<file path="config.mk">
export PLATFORM = sky130hd
export DESIGN_NAME = phy_bmcr
export DESIGN_NICKNAME = d
export VERILOG_FILES = /design/src/rtl/bmcr_pkg.sv /design/src/rtl/bmcr_seq.sv /design/src/rtl/bmcr_fields.sv /design/src/rtl/bmcr_view.sv /design/src/rtl/phy_bmcr.sv
export SDC_FILE = /design/constraint.sdc
export NUM_CORES = 1
export LEC_CHECK = 0
export ABC_AREA = 1
export BUFFER_PORTS_ARGS = -buffer_cell sky130_fd_sc_hd__buf_2
export CAP_MARGIN = 20
export CELL_PAD_IN_SITES_DETAIL_PLACEMENT = 0
export CELL_PAD_IN_SITES_GLOBAL_PLACEMENT = 1
export CORE_UTILIZATION = 23
export DETAILED_ROUTE_END_ITERATION = 8
export GPL_ROUTABILITY_DRIVEN = 1
export GPL_TIMING_DRIVEN = 0
export PLACE_DENSITY = 0.88
export SYNTH_ARGS = -nofsm -noshare
export SYNTH_HDL_FRONTEND = slang
export SYNTH_HIERARCHICAL = 1
export SYNTH_SLANG_ARGS = --single-unit
</file>
<file path="constraint.sdc">
create_clock -name clk -period 1.45 [get_ports clk]
set_clock_uncertainty 0.2 [all_clocks]
set_input_delay 0 -clock clk [delete_from_list [all_inputs] [get_ports clk]]
set_output_delay 0 -clock clk [all_outputs]
set_load 0.02 [all_outputs]
</file>
<file path="src/rtl/bmcr_pkg.sv">
package bmcr_pkg;
    typedef enum logic [1:0] {
        ST_IDLE    = 2'd0,
        ST_SWRST   = 2'd1,
        ST_RESTART = 2'd2
    } bmcr_state_t;

    localparam int REG_W       = 16;
    localparam int B_SWRST     = 15;
    localparam int B_LOOP      = 14;
    localparam int B_SPEED     = 13;
    localparam int B_AN_EN     = 12;
    localparam int B_PDOWN     = 11;
    localparam int B_RESTART   = 9;
    localparam int B_DUPLEX    = 8;

    localparam logic DEF_LOOP   = 1'b0;
    localparam logic DEF_SPEED  = 1'b0;
    localparam logic DEF_AN_EN  = 1'b1;
    localparam logic DEF_PDOWN  = 1'b0;
    localparam logic DEF_DUPLEX = 1'b0;
endpackage

</file>
<file path="src/rtl/bmcr_seq.sv">
module bmcr_seq
    import bmcr_pkg::*;
(
    input  logic clk,
    input  logic rst_n,
    input  logic wr_en,
    input  logic cmd_reset,
    input  logic cmd_restart,
    output logic wr_accept,
    output logic soft_reset_pulse,
    output logic an_restart_pulse
);
    bmcr_state_t state_q, state_d;

    always_ff @(posedge clk or negedge rst_n) begin
        if (!rst_n) state_q <= ST_IDLE;
        else        state_q <= state_d;
    end

    always_comb begin
        state_d = ST_IDLE;
        unique case (state_q)
            ST_SWRST: state_d = ST_IDLE;
            ST_IDLE, ST_RESTART: begin
                if (wr_en && cmd_reset)        state_d = ST_SWRST;
                else if (wr_en && cmd_restart) state_d = ST_RESTART;
                else                           state_d = ST_IDLE;
            end
            default: state_d = ST_IDLE;
        endcase
    end

    always_comb begin
        wr_accept        = wr_en && (state_q != ST_SWRST);
        soft_reset_pulse = (state_q == ST_SWRST);
        an_restart_pulse = (state_q == ST_RESTART);
    end

    assert_swrst_one_cycle_R8: assert property (@(posedge clk) disable iff (!rst_n)
        soft_reset_pulse |=> !soft_reset_pulse);
    assert_swrst_follows_write_R8: assert property (@(posedge clk) disable iff (!rst_n)
        (wr_en && cmd_reset && !soft_reset_pulse) |=> soft_reset_pulse);
    assert_restart_cause_R7: assert property (@(posedge clk) disable iff (!rst_n)
        (wr_en && cmd_restart && !cmd_reset && !soft_reset_pulse) |=> an_restart_pulse);
    assert_reset_wins_R10: assert property (@(posedge clk) disable iff (!rst_n)
        (wr_en && cmd_reset) |=> !an_restart_pulse);
endmodule

</file>
<file path="src/rtl/bmcr_fields.sv">
module bmcr_fields
    import bmcr_pkg::*;
(
    input  logic clk,
    input  logic rst_n,
    input  logic wr_accept,
    input  logic cmd_reset,
    input  logic fiber_mode,
    input  logic d_loop,
    input  logic d_speed,
    input  logic d_an_en,
    input  logic d_pdown,
    input  logic d_duplex,
    output logic q_loop,
    output logic q_speed,
    output logic q_an_en,
    output logic q_pdown,
    output logic q_duplex
);
    logic load_def, load_new;

    always_comb begin
        load_def = wr_accept && cmd_reset;
        load_new = wr_accept && !cmd_reset;
    end

    always_ff @(posedge clk or negedge rst_n) begin
        if (!rst_n) begin
            q_loop   <= DEF_LOOP;
            q_speed  <= DEF_SPEED;
            q_an_en  <= DEF_AN_EN;
            q_pdown  <= DEF_PDOWN;
            q_duplex <= DEF_DUPLEX;
        end else if (load_def) begin
            q_loop   <= DEF_LOOP;
            q_speed  <= DEF_SPEED;
            q_an_en  <= DEF_AN_EN;
            q_pdown  <= DEF_PDOWN;
            q_duplex <= DEF_DUPLEX;
        end else if (load_new) begin
            q_loop   <= d_loop;
            q_pdown  <= d_pdown;
            q_duplex <= d_duplex;
            if (!fiber_mode) begin
                q_speed <= d_speed;
                q_an_en <= d_an_en;
            end
        end
    end

    assert_fiber_locks_R5: assert property (@(posedge clk) disable iff (!rst_n)
        (fiber_mode && !load_def) |=> ($stable(q_speed) && $stable(q_an_en)));
    assert_write_in_pdown_R6: assert property (@(posedge clk) disable iff (!rst_n)
        (q_pdown && load_new) |=> (q_loop == $past(d_loop)));
endmodule

</file>
<file path="src/rtl/bmcr_view.sv">
module bmcr_view
    import bmcr_pkg::*;
(
    input  logic             clk,
    input  logic             rst_n,
    input  logic             fiber_mode,
    input  logic             an_done,
    input  logic             an_speed_100,
    input  logic             an_full_duplex,
    input  logic             q_loop,
    input  logic             q_speed,
    input  logic             q_an_en,
    input  logic             q_pdown,
    input  logic             q_duplex,
    output logic             an_enable,
    output logic             speed_100,
    output logic             full_duplex,
    output logic [REG_W-1:0] rd_data
);
    logic use_neg;

    always_comb begin
        an_enable   = q_an_en && !fiber_mode;
        use_neg     = an_enable && an_done;
        if (fiber_mode)   speed_100 = 1'b1;
        else if (use_neg) speed_100 = an_speed_100;
        else              speed_100 = q_speed;
        full_duplex = use_neg ? an_full_duplex : q_duplex;

        rd_data            = '0;
        rd_data[B_LOOP]    = q_loop;
        rd_data[B_SPEED]   = speed_100;
        rd_data[B_AN_EN]   = an_enable;
        rd_data[B_PDOWN]   = q_pdown;
        rd_data[B_DUPLEX]  = full_duplex;
    end

    assert_fiber_forced_R5: assert property (@(posedge clk) disable iff (!rst_n)
        fiber_mode |-> (rd_data[B_SPEED] && !rd_data[B_AN_EN]));
    assert_neg_speed_R4: assert property (@(posedge clk) disable iff (!rst_n)
        (q_an_en && !fiber_mode && an_done) |-> (speed_100 == an_speed_100 && full_duplex == an_full_duplex));
    assert_forced_mode_R3: assert property (@(posedge clk) disable iff (!rst_n)
        (!q_an_en && !fiber_mode) |-> (speed_100 == q_speed && full_duplex == q_duplex));
endmodule

</file>
<file path="src/rtl/phy_bmcr.sv">
module phy_bmcr
    import bmcr_pkg::*;
(
    input  logic        clk,
    input  logic        rst_n,
    input  logic        wr_en,
    input  logic [15:0] wr_data,
    output logic [15:0] rd_data,
    input  logic        fiber_mode,
    input  logic        an_done,
    input  logic        an_speed_100,
    input  logic        an_full_duplex,
    output logic        soft_reset_pulse,
    output logic        an_restart_pulse,
    output logic        loopback_en,
    output logic        power_down,
    output logic        an_enable,
    output logic        speed_100,
    output logic        full_duplex
);
    logic wr_accept;
    logic q_loop, q_speed, q_an_en, q_pdown, q_duplex;
    logic unused_rsvd;

    assign unused_rsvd = ^{wr_data[10], wr_data[7:0]};

    bmcr_seq u_seq (
        .clk              (clk),
        .rst_n            (rst_n),
        .wr_en            (wr_en),
        .cmd_reset        (wr_data[B_SWRST]),
        .cmd_restart      (wr_data[B_RESTART]),
        .wr_accept        (wr_accept),
        .soft_reset_pulse (soft_reset_pulse),
        .an_restart_pulse (an_restart_pulse)
    );

    bmcr_fields u_fields (
        .clk        (clk),
        .rst_n      (rst_n),
        .wr_accept  (wr_accept),
        .cmd_reset  (wr_data[B_SWRST]),
        .fiber_mode (fiber_mode),
        .d_loop     (wr_data[B_LOOP]),
        .d_speed    (wr_data[B_SPEED]),
        .d_an_en    (wr_data[B_AN_EN]),
        .d_pdown    (wr_data[B_PDOWN]),
        .d_duplex   (wr_data[B_DUPLEX]),
        .q_loop     (q_loop),
        .q_speed    (q_speed),
        .q_an_en    (q_an_en),
        .q_pdown    (q_pdown),
        .q_duplex   (q_duplex)
    );

    bmcr_view u_view (
        .clk            (clk),
        .rst_n          (rst_n),
        .fiber_mode     (fiber_mode),
        .an_done        (an_done),
        .an_speed_100   (an_speed_100),
        .an_full_duplex (an_full_duplex),
        .q_loop         (q_loop),
        .q_speed        (q_speed),
        .q_an_en        (q_an_en),
        .q_pdown        (q_pdown),
        .q_duplex       (q_duplex),
        .an_enable      (an_enable),
        .speed_100      (speed_100),
        .full_duplex    (full_duplex),
        .rd_data        (rd_data)
    );

    assign loopback_en = q_loop;
    assign power_down  = q_pdown;

    assert_defaults_in_pulse_R8: assert property (@(posedge clk) disable iff (!rst_n)
        soft_reset_pulse |-> (!loopback_en && !power_down && !rd_data[B_SWRST]));
    assert_self_clear_R7: assert property (@(posedge clk) disable iff (!rst_n)
        (rd_data[B_RESTART] == 1'b0) && (rd_data[B_SWRST] == 1'b0));
endmodule

</file>
==> impl_metrics.json, run 1 <==
{
  "status": "complete, but fails checks",
  "violations": "negative hold slack, negative setup slack",
  "cpPeakStageDelay_ns": 0.57,
  "synth_edf_count": 0,
  "die_h_um": 49.1,
  "hold_viol": 1,
  "ys_seq_elements": 7,
  "post-route-util_pct": 45.9,
  "required_ns": 1.25,
  "path_cells": "inv_2, nor2_4, nand3_2, nand2_2, buf_4, buf_6",
  "instances_no_fill": 148,
  "worst-r2r-setup-slack_ns": 0.11,
  "path_clk_slew_ns": 0.06,
  "hp-start": "wr_data[15]",
  "grt_setup_unrepaired": "yes",
  "slew_viol_final": 0,
  "synthCells": 68,
  "cp_slowest_cell": "dfstp_2",
  "setup-tns-final_ns": -0.144,
  "clockRootBuffer": "clkbuf_4",
  "drc_errors": 0,
  "drt-total-wl_um": 1160,
  "fin_ws_ns": -0.0669,
  "critPathCaptureType": "output pin",
  "cts_buffer_depth": 2,
  "synthesis.area_um2": 509,
  "grt_usage_pct": 10.4,
  "seq_area_um2": 176,
  "clock-sinks": 7,
  "power.density_nw_per_um2": 764,
  "cts_tree": "yes",
  "setup.worst_path.start_class": "flip-flop",
  "overflow": 0,
  "rr_worst_depth": 6,
  "timing.rr.end": "u_fields/q_speed$_DFFE_PN0P_",
  "die_area_um2": 2410,
  "ir_drop_uv": 276,
  "place_hpwl_um": 889,
  "synth_area_per_cell_um2": 7.49,
  "clk_latency_ns": 0.26,
  "cp_max_fo": 4,
  "fin_nets": 145,
  "core_region_area_um2": 2020,
  "fin_crit_ns": 1.52,
  "setup_viol": 3,
  "drt_iter0_drc": 4,
  "first_pass_iters": 4,
  "numPortBuffers": 25,
  "p_leak_nw": 0.534,
  "rr_startpoint": "u_seq/state_q[0]$_DFF_PN0_",
  "worstHoldPathCells": 3,
  "htree_levels": 1,
  "fin_hold_ws_ns": -0.0151,
  "drt-wirelength-per-cell_um": 7.86,
  "dieWidth_um": 49.1,
  "cts_buffers": 3,
  "crit_type": "flip-flop to output pin",
  "total_power_mw": 0.709,
  "synth_flop_cell": "dfrtp_1",
  "vias_per_cell": 3.65,
  "grt_pass1_wl_um": 1860,
  "arrival_ns": 1.32,
  "ys_warn_count": 6,
  "n_antenna_cell": 0,
  "antenna_found_initial": 0,
  "ios": 46,
  "cp_num_buf_inv": 3,
  "synthArstFlopShare_pct": 100,
  "fmax_ghz": 0.659,
  "fill_cells": 205,
  "synth-seq-area-share_pct": 34.6,
  "crit_family": "flip-flops",
  "multi_input_area_um2": 214,
  "grt_max_degree": 11,
  "worstHoldEndpoint": "u_seq/state_q[0]$_DFF_PN0_",
  "start_util_pct": 25.2,
  "final_antenna_net_count": 0,
  "hp-class": "primary input to flip-flop",
  "cap_violations": 0,
  "dp_cells": 130,
  "num_vias": 540,
  "drive_above_1_share_pct": 50.4,
  "gp_congestion": 0.747,
  "period_share_pct": 105,
  "grt_pass1_vias": 500,
  "rows": 16,
  "syn_to_final_growth_pct": 82.3,
  "ys_types": 16
}
state kept, by name (all words and copies together), names as in the netlist:
register / cells
u_fields/q_an_en: 1
u_fields/q_duplex: 1
u_fields/q_loop: 1
u_fields/q_pdown: 1
u_fields/q_speed: 1
u_seq/state_q: 2
kinds of logic after synthesis:
group,share of synthesized area [%]
flip-flops,34.6
other,0.736
AND/OR/NAND/NOR,26.0
AO/OA/AOI/OAI,3.93
buffers and inverters,34.6
layer usage:
metal	vias to the layer above	part of all wire, %	global-route usage, %
met5	-	0	0
met1	229	39	9.89
met4	0	1.6	7.35
met2	25	51	19.0
li1	284	-	-
met3	2	8.1	2.80
per-stage QoR:
step | area, um2 | setup slack (ns) | hold WS [ns]
6_report | 928 | -0.0669 | -0.0151
3_5_place_dp | 706 | 0.163 | -0.355
3_3_place_gp | 706 | 0.186 | -0.363
4_1_cts | 895 | -0.0738 | 0.0189
5_1_grt | 928 | -0.124 | 0.0367
2_1_floorplan | 547 | 0.0564 | -0.496
worst max-delay path by stage:
| stage | startpoint | slack, ns | depth (start not counted) | to |
|---|---|---|---|---|
| 5_1_grt | u_fields/q_an_en$_DFFE_PN1P_ | -0.12 | 5 | rd_data[8] |
| 3_3_place_gp | u_fields/q_an_en$_DFFE_PN1P_ | 0.19 | 6 | rd_data[8] |
| 4_1_cts | u_fields/q_an_en$_DFFE_PN1P_ | -0.07 | 6 | rd_data[8] |
| 6_report | u_fields/q_an_en$_DFFE_PN1P_ | -0.07 | 6 | rd_data[8] |
| 2_1_floorplan | u_fields/q_an_en$_DFFE_PN1P_ | 0.06 | 5 | rd_data[8] |
| 3_5_place_dp | u_fields/q_an_en$_DFFE_PN1P_ | 0.16 | 6 | rd_data[8] |
where the power goes:
| group | switching [mW] | leakage, nW | total, mW | internal [mW] |
|---|---|---|---|---|
| registers | 0.0156 | 0.0895 | 0.233 | 0.217 |
| clock network | 0.0793 | 0.0150 | 0.185 | 0.105 |
| logic | 0.147 | 0.430 | 0.291 | 0.145 |
cell type report:
cell class,count,share of cell area (%)
timing repair buffer,39,32.5
buffer,17,14.2
sequential,7,19.0
multi-input combinational,42,23.0
clock buffer,4,2.83
inverter,12,4.85
tap,27,3.64
cells in the mapped netlist, types with 2 or more instances:
library cell  count  share of area, %
inv_1             9               6.6
o21ai_0           3               2.9
nand2_2           3               3.7
dfrtp_1           6                29
buf_4            16                24
nand2_1          10               7.4
inv_2             3               2.2
nor2_1            3               2.2
nand3_1           7               6.9
nand4_1           2               2.5
tightest hold or removal path, stage by stage:
cell	delay, ns
dlymetal6s4s_1	0.27
inv_1	0.08
nor2_1	0.05
cell usage in the layout, fill, tap and decap left out, types with 5 or more instances in the layout:
cell type	netlist	layout
buf_2	0	18
buf_4	16	19
buf_6	1	6
conb_1	1	11
dfrtp_1	6	6
dlygate4sd3_1	0	12
inv_1	9	8
nand2_1	10	8
nand2_2	3	5
timing repair:
item,4_1_cts,5_1_grt
resized for setup,7,11
cloned,0,0
pin swaps,3,0
hold endpoints to repair,14,0
hold buffers,14,0
buffers inserted,0,2
endpoints found under the setup margin,3,7
No activity file was read; power rests on OpenSTA's default activity.
==> run 2: changes to the inputs <==
- MAX_ROUTING_LAYER: unset -> met4
- SKIP_CTS_REPAIR_TIMING: unset -> 1
- TNS_END_PERCENT: unset -> 100
==> impl_metrics.json, run 2 (synthesized netlist as in run 1, its figures left out) <==
{
  "critPathCaptureType": "output pin",
  "setup.worst_path.start_class": "flip-flop",
  "hold_viol": 0,
  "ios": 46,
  "overflow": 0,
  "top_register": "u_seq/state_q",
  "design_area_um2": 908,
  "htree_levels": 1,
  "multi_input_area_um2": 214,
  "clock-sinks": 7,
  "drc_errors": 0,
  "final_common_cell": "buf_2",
  "core_region_area_um2": 2020,
  "antenna_found_initial": 0,
  "hp-class": "primary input to asynchronous set/reset pin",
  "ir_drop_uv": 267,
  "cts_buffers": 3,
  "period_share_pct": 104,
  "numPortBuffers": 25,
  "timing.rr.end": "u_fields/q_speed$_DFFE_PN0P_",
  "clk_latency_ns": 0.26,
  "clockRootBuffer": "clkbuf_4",
  "drt-total-wl_um": 1120,
  "drt-wirelength-per-cell_um": 7.62,
  "die_h_um": 49.1,
  "path_clk_slew_ns": 0.05,
  "use_met3_pct": 3.43,
  "fin_ws_ns": -0.0616,
  "placed_cell_area_um2": 706,
  "drive_above_1_share_pct": 50.8,
  "dp_slack_ns": 0.163,
  "grt_util_met1_pct": 8.94,
  "cp_max_fo": 4,
  "grt_busiest_layer": "met2",
  "crit_type": "flip-flop to output pin",
  "grt_pass1_wl_um": 1660,
  "dieWidth_um": 49.1,
  "fmax_ghz": 0.662,
  "dp_cells": 130,
  "seq_area_um2": 176,
  "met2_usage_pct": 16.7,
  "grt_pass1_vias": 436,
  "p_leak_nw": 0.518,
  "slew_viol_final": 0,
  "violations": "negative setup slack",
  "power.density_nw_per_um2": 772,
  "fin_crit_ns": 1.51,
  "rows": 16,
  "num_vias": 540,
  "grt_max_degree": 11,
  "post-route-util_pct": 44.9,
  "status": "complete, but fails checks",
  "start_util_pct": 25.2,
  "place_hpwl_um": 889,
  "fill_cells": 204,
  "rr_worst_depth": 5,
  "largest_reg_flops": 2,
  "syn_to_final_growth_pct": 78.4,
  "setup_viol": 5,
  "required_ns": 1.25,
  "instances_no_fill": 147,
  "drt_iter0_drc": 3,
  "arrival_ns": 1.31,
  "cap_violations": 0,
  "fin_nets": 144,
  "worst-r2r-setup-slack_ns": 0.22,
  "rr_startpoint": "u_seq/state_q[0]$_DFF_PN0_",
  "gp_congestion": 0.757,
  "n_antenna_cell": 0,
  "vias_per_cell": 3.67,
  "cts_buffer_depth": 2,
  "cts_tree": "yes",
  "grt_usage_pct": 9.78,
  "first_pass_iters": 4,
  "final_antenna_net_count": 0,
  "final_cell_mix": "21 x buf_2, 16 x buf_4, 12 x dlygate4sd3_1",
  "grt_setup_unrepaired": "yes",
  "die_area_um2": 2410
}
-- run 2: final cells by class --
| cell class | instances | share of cell area [%] |
|---|---|---|
| plain buffers | 17 | 15.3 |
| clock buffers | 4 | 2.89 |
| inverters | 12 | 4.96 |
| multi-input cells | 42 | 23.6 |
| flip-flops and latches | 7 | 19.4 |
| well taps | 27 | 3.72 |
| repair buffers | 38 | 30.2 |
-- run 2: worst max-delay path: stages (launching register included) --
cell and delay (ns):
dfstp_2 0.57, inv_2 0.05, nor2_4 0.11, nand3_2 0.07, nand2_2 0.08, buf_6 0.09, buf_6 0.10
-- run 2: per-layer routing --
metal / vias to the layer above / part of all wire [%]
li1: 283 / -
met1: 230 / 38
met2: 25 / 52
met3: 2 / 8.4
met4: 0 / 1.7
met5: - / 0
-- run 2: per-stage QoR --
step | hold slack (ns) | total power [mW] | setup TNS, ns
4_1_cts | -0.630 | 0.649 | -0.236
2_1_floorplan | -0.496 | 0.397 | 0
3_5_place_dp | -0.355 | 0.464 | 0
6_report | 0.0215 | 0.701 | -0.192
5_1_grt | 0.0449 | 0.735 | -0.565
3_3_place_gp | -0.363 | 0.458 | 0
-- run 2: worst max-delay path by stage --
stage / startpoint / endpoint / slack, ns / depth (start not counted)
detailed placement: u_fields/q_an_en$_DFFE_PN1P_ / rd_data[8] / 0.16 / 6
floorplan: u_fields/q_an_en$_DFFE_PN1P_ / rd_data[8] / 0.06 / 5
global route: u_fields/q_an_en$_DFFE_PN1P_ / rd_data[8] / -0.12 / 6
global placement: u_fields/q_an_en$_DFFE_PN1P_ / rd_data[8] / 0.19 / 6
CTS: u_fields/q_an_en$_DFFE_PN1P_ / rd_data[8] / -0.11 / 6
finish: u_fields/q_an_en$_DFFE_PN1P_ / rd_data[8] / -0.06 / 6
-- run 2: power by group --
part / leakage, nW / switching (mW) / total (mW) / internal, mW
clock: 0.0150 / 0.0797 / 0.185 / 0.106
sequential: 0.0895 / 0.0157 / 0.233 / 0.217
combinational: 0.414 / 0.145 / 0.283 / 0.139
total: 0.518 / 0.240 / 0.701 / 0.461
